===== config.mk =====
export PLATFORM = sky130hd
export DESIGN_NAME = nand_marker_swap
export DESIGN_NICKNAME = d
export VERILOG_FILES = /design/src/rtl/nand_swap_pkg.sv /design/src/rtl/msu_pos_counter.sv /design/src/rtl/msu_byte_fifo.sv /design/src/rtl/msu_bad_flag.sv /design/src/rtl/nand_marker_swap.sv
export SDC_FILE = /design/constraint.sdc
export NUM_CORES = 1
export LEC_CHECK = 0
export CAP_MARGIN = 20
export CORE_ASPECT_RATIO = 0.5
export CORE_MARGIN = 2
export CORE_UTILIZATION = 55
export CTS_CLUSTER_DIAMETER = 120
export DETAILED_ROUTE_END_ITERATION = 6
export DONT_BUFFER_PORTS = 1
export HOLD_SLACK_MARGIN = 0.08
export PLACE_DENSITY = 0.68
export SLEW_MARGIN = 20
export SYNTH_ARGS = -nofsm -noshare
export SYNTH_HDL_FRONTEND = slang
export SYNTH_SLANG_ARGS = --single-unit
export TNS_END_PERCENT = 50

===== constraint.sdc =====
create_clock -name clk -period 5.45 [get_ports clk]
set_input_delay 0.8175 -clock clk [delete_from_list [all_inputs] [get_ports clk]]
set_output_delay 0.8175 -clock clk [all_outputs]
set_load 0.01 [all_outputs]

===== src/rtl/nand_swap_pkg.sv =====
package nand_swap_pkg;
  localparam int          BYTE_W = 8;
  localparam logic [7:0]  ERASED = 8'hFF;
endpackage


===== src/rtl/msu_pos_counter.sv =====
module msu_pos_counter #(
  parameter int LIMIT = 2112,
  parameter int W     = $clog2(LIMIT)
) (
  input  logic         clk,
  input  logic         rst,
  input  logic         clr,
  input  logic         inc,
  output logic [W-1:0] pos,
  output logic         at_last
);
  assign at_last = (pos == W'(LIMIT - 1));

  always_ff @(posedge clk) begin
    if (rst || clr)   pos <= '0;
    else if (inc)     pos <= at_last ? '0 : pos + 1'b1;
  end
endmodule


===== src/rtl/msu_byte_fifo.sv =====
module msu_byte_fifo #(
  parameter int DEPTH = 64,
  parameter int W     = 8,
  localparam int AW   = $clog2(DEPTH)
) (
  input  logic         clk,
  input  logic         rst,
  input  logic         clr,
  input  logic         push,
  input  logic [W-1:0] din,
  input  logic         pop,
  output logic [W-1:0] dout,
  output logic         empty,
  output logic         full
);
  logic [W-1:0] mem [DEPTH];
  logic [AW-1:0] wr_ptr, rd_ptr;
  logic [AW:0]   cnt;

  always_ff @(posedge clk) begin
    if (push) mem[wr_ptr] <= din;
  end

  always_ff @(posedge clk) begin
    if (rst || clr) begin
      wr_ptr <= '0;
      rd_ptr <= '0;
      cnt    <= '0;
    end else begin
      if (push) wr_ptr <= wr_ptr + 1'b1;
      if (pop)  rd_ptr <= rd_ptr + 1'b1;
      cnt <= cnt + (AW+1)'(push) - (AW+1)'(pop);
    end
  end

  assign dout  = mem[rd_ptr];
  assign empty = (cnt == '0);
  assign full  = (cnt == (AW+1)'(DEPTH));


  no_overflow_chk: assert property (@(posedge clk) disable iff (rst) push |-> !full);

  no_underflow_chk: assert property (@(posedge clk) disable iff (rst) pop |-> !empty);
endmodule


===== src/rtl/msu_bad_flag.sv =====
module msu_bad_flag
  import nand_swap_pkg::*;
(
  input  logic              clk,
  input  logic              rst,
  input  logic              arm_set,
  input  logic              disarm,
  input  logic              cap,
  input  logic [BYTE_W-1:0] din,
  output logic              bad
);
  logic armed;

  always_ff @(posedge clk) begin
    if (rst) begin
      bad   <= 1'b0;
      armed <= 1'b0;
    end else if (arm_set) begin
      bad   <= 1'b0;
      armed <= 1'b1;
    end else if (disarm) begin
      armed <= 1'b0;
    end else if (cap && armed) begin
      bad   <= (din != ERASED);
      armed <= 1'b0;
    end
  end


  bad_hold_chk: assert property (@(posedge clk) disable iff (rst)
    (!arm_set && !(cap && armed)) |=> $stable(bad));

  bad_set_chk: assert property (@(posedge clk) disable iff (rst)
    (!arm_set && !disarm && cap && armed && din != ERASED) |=> bad);
endmodule


===== src/rtl/nand_marker_swap.sv =====
module nand_marker_swap
  import nand_swap_pkg::*;
#(
  parameter int DATA_BYTES  = 2048,
  parameter int SPARE_BYTES = 64,
  parameter int MARK_POS    = 2048,
  parameter int PAIR_POS    = 2101,
  parameter int FIFO_DEPTH  = 64
) (
  input  logic       clk,
  input  logic       rst,
  input  logic       cfg_interleave,
  input  logic       cfg_large_page,
  input  logic       page_start,
  input  logic       first_page,
  input  logic       in_valid,
  output logic       in_ready,
  input  logic [7:0] in_data,
  output logic       out_valid,
  input  logic       out_ready,
  output logic [7:0] out_data,
  output logic       page_end,
  output logic       bad_block
);
  localparam int PAGE_BYTES = DATA_BYTES + SPARE_BYTES;
  localparam int POS_W      = $clog2(PAGE_BYTES);

  logic              swap_q;
  logic              in_fire, load;
  logic [POS_W-1:0]  in_pos, out_pos;
  logic              in_last_unused, out_at_last;
  logic              fifo_empty, fifo_full;
  logic [BYTE_W-1:0] fifo_dout;
  logic [BYTE_W-1:0] reg_a, reg_b;
  logic              b_seen, out_last;
  logic              at_mark_out, at_pair_out, wait_pair;

  assign in_ready = !fifo_full;
  assign in_fire  = in_valid && in_ready;

  always_ff @(posedge clk) begin
    if (rst)             swap_q <= 1'b0;
    else if (page_start) swap_q <= cfg_interleave && cfg_large_page;
  end

  msu_pos_counter #(.LIMIT(PAGE_BYTES), .W(POS_W)) u_in_cnt (
    .clk(clk), .rst(rst), .clr(page_start), .inc(in_fire),
    .pos(in_pos), .at_last(in_last_unused));

  msu_pos_counter #(.LIMIT(PAGE_BYTES), .W(POS_W)) u_out_cnt (
    .clk(clk), .rst(rst), .clr(page_start), .inc(load),
    .pos(out_pos), .at_last(out_at_last));

  msu_byte_fifo #(.DEPTH(FIFO_DEPTH), .W(BYTE_W)) u_fifo (
    .clk(clk), .rst(rst), .clr(page_start), .push(in_fire), .din(in_data),
    .pop(load), .dout(fifo_dout), .empty(fifo_empty), .full(fifo_full));

  msu_bad_flag u_flag (
    .clk(clk), .rst(rst),
    .arm_set(page_start && first_page),
    .disarm(page_start && !first_page),
    .cap(in_fire && in_pos == POS_W'(MARK_POS)),
    .din(in_data), .bad(bad_block));

  // capture both ends of the exchanged pair as they stream in
  always_ff @(posedge clk) begin
    if (rst || page_start) begin
      b_seen <= 1'b0;
    end else begin
      if (in_fire && in_pos == POS_W'(PAIR_POS)) b_seen <= 1'b1;
      else if (load && at_mark_out)              b_seen <= 1'b0;
    end
  end

  always_ff @(posedge clk) begin
    if (in_fire && in_pos == POS_W'(MARK_POS)) reg_a <= in_data;
    if (in_fire && in_pos == POS_W'(PAIR_POS)) reg_b <= in_data;
  end

  assign at_mark_out = swap_q && (out_pos == POS_W'(MARK_POS));
  assign at_pair_out = swap_q && (out_pos == POS_W'(PAIR_POS));
  assign wait_pair   = at_mark_out && !b_seen;
  assign load        = !fifo_empty && (!out_valid || out_ready) && !wait_pair;

  always_ff @(posedge clk) begin
    if (rst) begin
      out_valid <= 1'b0;
      out_data  <= '0;
      out_last  <= 1'b0;
      page_end  <= 1'b0;
    end else begin
      page_end <= out_valid && out_ready && out_last;
      if (load) begin
        out_valid <= 1'b1;
        out_last  <= out_at_last;
        out_data  <= at_mark_out ? reg_b : (at_pair_out ? reg_a : fifo_dout);
      end else if (out_ready) begin
        out_valid <= 1'b0;
      end
    end
  end


  out_hold_chk: assert property (@(posedge clk) disable iff (rst)
    (out_valid && !out_ready) |=> (out_valid && $stable(out_data)));

  page_end_pulse_chk: assert property (@(posedge clk) disable iff (rst)
    page_end |=> !page_end);

  pair_order_chk: assert property (@(posedge clk) disable iff (rst)
    (in_fire && swap_q && in_pos == POS_W'(PAIR_POS)) |-> !(out_valid && out_pos > POS_W'(MARK_POS) && out_pos <= POS_W'(PAIR_POS) && !b_seen && out_pos == POS_W'(PAIR_POS)));
endmodule


[Yosys cells after proc, flatten, opt, wreduce, memory -nomap -nowiden]
Memory sizes are Yosys's and may differ from the RTL's. A register that Yosys moved wholly into a read port is not among the register bits.
Cells that the tools add are included.
Storage, ports and cells
  logic and storage cells: 75
  bits in writable memories: 512
  memories: 1
  output and inout bits: 12
  flip-flop bits (word level): 74
Cells by class
  equality and inequality tests: 8
  $add $sub $neg: 6
  bitwise logic cells: 1
  reduce and logical (&&, ||, !) cells: 29
  multiplexer cells: 15
Memories
  u_fifo.mem: words 64, width 8, read ports 1, clocked after Yosys merged registers in 1, write ports 1, line msu_byte_fifo.sv:16  | logic [W-1:0] mem [DEPTH];
Operators with widths (number)
  equality test 12 bit, second input constant: 6
  adder 12 x 1 -> 12 bit, second input constant: 2
  two-way mux 12 bit: 2
  two-way mux 8 bit: 2
  logical AND 1 bit: 15
  adder 6 x 1 -> 6 bit, second input constant: 2
  two-way mux 6 bit: 2
  two-way mux 1 bit: 9
  != test 8 bit, second input constant: 1
  adder 7 x 1 -> 7 bit: 1
  equality test 7 bit, second input constant: 1
  zero test 7 bit: 1
  subtractor 7 x 1 -> 7 bit: 1
  zero test 1 bit: 6
  nonzero test 2 bit: 2
  nonzero test 3 bit: 1
  logical OR 1 bit: 2
  AND reduction 2 bit: 1
  OR reduction 2 bit: 1
  NOT 1 bit: 1

[Longest topological paths before layout]
  depth after elaboration: 8
  gate-level depth with buffers: 16
  gate-level depth less buffers: 15

[Modules after synthesis]
A second synthesis with hierarchy kept.
Second synthesis, totals
  cells, all modules: 1288
  area, all modules: 23550.1 um^2
By module, submodules not included
  msu_byte_fifo: seq. area each 15875.2 um^2, area an instance 20935.1 um^2, cells each 1035, instances 1
  nand_marker_swap: seq. area each 740.7 um^2, area an instance 1403.8 um^2, cells each 122, instances 1
  msu_pos_counter: seq. area each 240.2 um^2, area an instance 546.8 um^2, cells each 60, instances 2
  msu_bad_flag: seq. area each 40.0 um^2, area an instance 117.6 um^2, cells each 11, instances 1

[Worst setup path before layout]
OpenSTA, ideal clock, no wires.
  path type: reg2reg
  start point: reg u_out_cnt.pos[0]
  end point: reg u_fifo.cnt[6]
  arrival time: 3.239 ns
  clock period less this slack: 3.310 ns
  cell stages (with the launch flop): 17
  setup slack: 2.140 ns
  required time: 5.380 ns
  path buffers: 1
  cell sequence: dfxtp_1 inv_1 ha_1 or4b_1 nand4b_4 o21a_1 buf_2 nand2b_1 nand2_1 ha_1 fa_1 a21oi_1 o21bai_1 a21oi_1 nor2_1 or3_1 a21oi_1
On the way
  longest elaborated chain between the ends: 6
RTL lines
  start: declaration: line msu_pos_counter.sv:9  | output logic [W-1:0] pos,
  start signal: assignment: line msu_pos_counter.sv:16  | else if (inc) pos <= at_last ? '0 : pos + 1'b1;
  equality test 12 bit: line nand_marker_swap.sv:80  | assign at_mark_out = swap_q && (out_pos == POS_W'(MARK_POS));
  logical AND 1 bit: line nand_marker_swap.sv:80
  logical AND 1 bit: line nand_marker_swap.sv:82  | assign wait_pair = at_mark_out && !b_seen;
  zero test 1 bit: line nand_marker_swap.sv:83  | assign load = !fifo_empty && (!out_valid || out_ready) && !wait_pair;
  logical AND 1 bit: line nand_marker_swap.sv:83
  subtractor 7 x 1 -> 7 bit: line msu_byte_fifo.sv:32  | cnt <= cnt + (AW+1)'(push) - (AW+1)'(pop);
  end signal: assignment: line msu_byte_fifo.sv:32
  end: declaration: line msu_byte_fifo.sv:18  | logic [AW:0] cnt;
Every way passes these cells.
A chain may end at the register's enable or synchronous reset.

[Worst setup path in the final report]
  start point: reg u_fifo.cnt[4]
  end point: reg u_fifo.cnt[6]
On the way
  longest elaborated chain between the ends: 5
  elaborated cells on any way between the ends: 9
  classes of those cells: add/sub (2); eq/ne (1); reduce/logical (6)
RTL lines (line)
  equality test 7 bit / zero test 7 bit (equally long branches): msu_byte_fifo.sv:38, msu_byte_fifo.sv:37
  zero test 1 bit, on equally long branches: nand_marker_swap.sv:38, nand_marker_swap.sv:83
  logical AND 1 bit, on equally long branches: nand_marker_swap.sv:39, nand_marker_swap.sv:83
  adder 7 x 1 -> 7 bit / logical AND 1 bit (equally long branches): msu_byte_fifo.sv:32, nand_marker_swap.sv:83
  subtractor 7 x 1 -> 7 bit (*): msu_byte_fifo.sv:32
Mark *: on every way between the ends. The rest lies on a longest branch, timed or not.

==> flow_summary.yaml <==
timing:
  rsz0062_at_grt: "false"
  setup_viol: 0
  period_share: 0.724
  finalSetupTns_ns: 0
  fmax_mhz: 254
  finalWorstSetupSlack_ns: 1.51
  slew_headroom: 0.267
  skew_ns: 0.0211
  hold_violations: 0
  min_period_ns: 3.94
  report.final.slew_viol_count: 0
  worst_pin_slew_ns: 1.09
clocking:
  clockBufferDepth: 3
  cts_hold_buf: 0
  clk_root_buffer_cell: "clkbuf_16"
  clock_sinks: 592
  cts_tree: "yes"
  clock_latency_ns: 0.58
  clkTransAtPathRegs_ns: 0.06
  post_cts_buffers: 0
  cts_buffers: 50
  htree_num_levels: 2
  cts_resized: 0
setup_path:
  cp-startpoint: "u_fifo.cnt[4]"
  end_kind: "register"
  r2r_cells: 15
  critical_path.max_fanout: 22
  worst-setup-path-type: "register to register"
  critPathLaunchType: "register"
  endpoint: "u_fifo.cnt[6]"
  crit_arrival_ns: 4.44
  worstPathRequired_ns: 5.95
  r2r_end: "u_fifo.cnt[6]"
  r2r_setup_slack_ns: 1.51
  r2r_start: "u_fifo.cnt[4]"
floorplanning:
  dieArea_mm2: 0.0443
  design.core.area_mm2: 0.0420
  start_util: 0.558
  die_x_um: 296
  pin_count: 28
  die_h_um: 150
  rows: 53
global_route:
  antenna_found_initial: 1
  grt_max_degree: 68
  grt_overflow: 0
  grt_pass1_wl_um: 75800
  grt_pass1_vias: 11802
  grt_usage: 0.233
detailed_routing:
  dr.pass1.iters: 5
  routedWlPerCell_um: 26.5
  viasPerCell: 6.21
  drc: 0
  drtAntennaViolNets: 0
  drt_first_iter_violations: 1380
  drt-total-wl_um: 50000
  vias: 11735
yosys:
  synth_area_leaders: "edfxtp_1, mux4_2, dfxtp_1"
  synth_warnings: 0
  synth_edf_count: 528
  ys.flop_type: "edfxtp_1"
  synthArstFlopShare: 0
  yosys.area.top_type: "edfxtp_1"
  synth_seq_cells: 592
  yosysSeqAreaShare: 0.732
  synth_top_area_frac: 0.677
  synth_nets: 1308
  avgSynthCellArea_um2: 18.4
  netlist_instances: 1275
  syn-cell-area_mm2: 0.0234
  synth_cell_types: 58
cells_and_area:
  diodes: 0
  syn2layout_area_growth_pct: 9.25
  layout.nets: 1308
  multi_input_area_mm2: 0.00589
  drive_gt1_frac: 0.175
  n_fill_cell: 2974
  mostFrequentLayoutCells: "edfxtp_1, nor2_1, mux4_2"
  seq_area_mm2: 0.0171
  final_core_utilization: 0.609
  layout.cells.most_common: "edfxtp_1"
placement:
  gp_congestion: 0.810
  post-place-ws_ns: 1.58
  dp_hpwl_um: 30400
  io_buffers: 0
pwr:
  vdd_ir_drop_max_mv: 0.250
  power_leakage_nw: 7.70
  pwr_density_cell_mw_per_mm2: 396
run_status:
  status: "complete, no violations"
flow_run:
  drv_cap: 0
worst_hold_path:
  hold_depth: 1
  hp-class: "input port to register"
-- cells by family (layout without fill, tap and decap cells) --
family                     count (synthesis)  after routing  synth area share
buffers and inverters                     79            116            0.0167
adders and majority gates                 17             17           0.00941
AOI/OAI and AO/OA                        111            111            0.0329
muxes                                    177            177             0.142
and+or+nand+nor                          264            264            0.0537
DFF                                      592            592             0.732
xor gates and xnor gates                  35             35            0.0131
-- metrics by stage --
step	hold slack [ns]	cell area (µm²)	std cells	power (W)
global placement	0.448	23900	1800	0.00652
detailed placement	0.473	23900	1800	0.00654
CTS	0.292	25600	1889	0.0102
floorplan	0.427	23400	1275	0.00621
finish	0.317	25600	1889	0.0101
global route	0.294	25600	1889	0.0105
-- how the worst min path moves through the flow --
stage / from / slack (ns) / to
2_1_floorplan: swap_q / 0.43 / swap_q
3_3_place_gp: u_flag.armed / 0.45 / u_flag.armed
3_5_place_dp: u_flag.armed / 0.47 / u_flag.armed
4_1_cts: rst / 0.29 / out_valid
5_1_grt: rst / 0.29 / out_last
6_report: rst / 0.32 / out_valid
-- Yosys cell counts, types with 11 or more instances --
master and instances:
nand2_1 47, a221oi_1 16, o211ai_1 17, buf_1 12, mux2i_1 43, xnor2_1 18, xor2_1 17, a21oi_1 25
ha_1 16, o21ai_0 13, buf_2 13, inv_1 15, nand2b_1 11, nor2_1 125, mux4_2 123, mux2_2 11
edfxtp_1 528, nand4_1 11, clkbuf_1 27, nand3_1 23, dfxtp_1 64
-- area by class of cell --
class | count | area share
clock buffers | 63 | 0.0521
clock inverters | 26 | 0.0129
inverters | 16 | 0.00235
multi-input cells | 604 | 0.230
flip-flops and latches | 592 | 0.670
well taps | 577 | 0.0282
repair buffers | 11 | 0.00372
-- metal layers --
layer	routed length, µm	vias to the layer above	part of all wire	GRT usage
met5	0	-	0	0
met2	23800	469	0.48	0.370
met3	3900	60	0.078	0.0414
li1	-	5087	-	-
met4	788	0	0.016	0.0467
met1	21500	6119	0.43	0.346
-- registers in the layout, indices dropped and copies added, names as in the netlist, named ones only --
register       cells
u_out_cnt.pos     12
b_seen             1
u_fifo.cnt         7
swap_q             1
u_fifo.rd_ptr      6
reg_a              8
out_data           8
u_in_cnt.pos      12
u_flag.bad         1
u_fifo.wr_ptr      6
page_end           1
u_flag.armed       1
u_fifo.mem       512
out_last           1
reg_b              8
out_valid          1
-- report_power, final --
part	switching (W)	internal, W	total (W)
Clock	0.00158	0.00211	0.00368
Sequential	0.000105	0.00502	0.00512
Combinational	0.000751	0.000569	0.00132
-- critical path, stage by stage (launching register included) --
cell and delay, ns:
dfxtp_1 0.32, inv_1 0.09, ha_1 0.15, nor3b_1 0.70
a21boi_2 0.17, o21a_1 0.45, nand2b_1 0.29, nand2_1 0.08
ha_1 0.22, fa_1 0.44, a21oi_1 0.14, o21bai_1 0.10
a21oi_1 0.17, nor2_1 0.06, or3_1 0.34, a21oi_1 0.15
(Power assumes the default switching activity.)
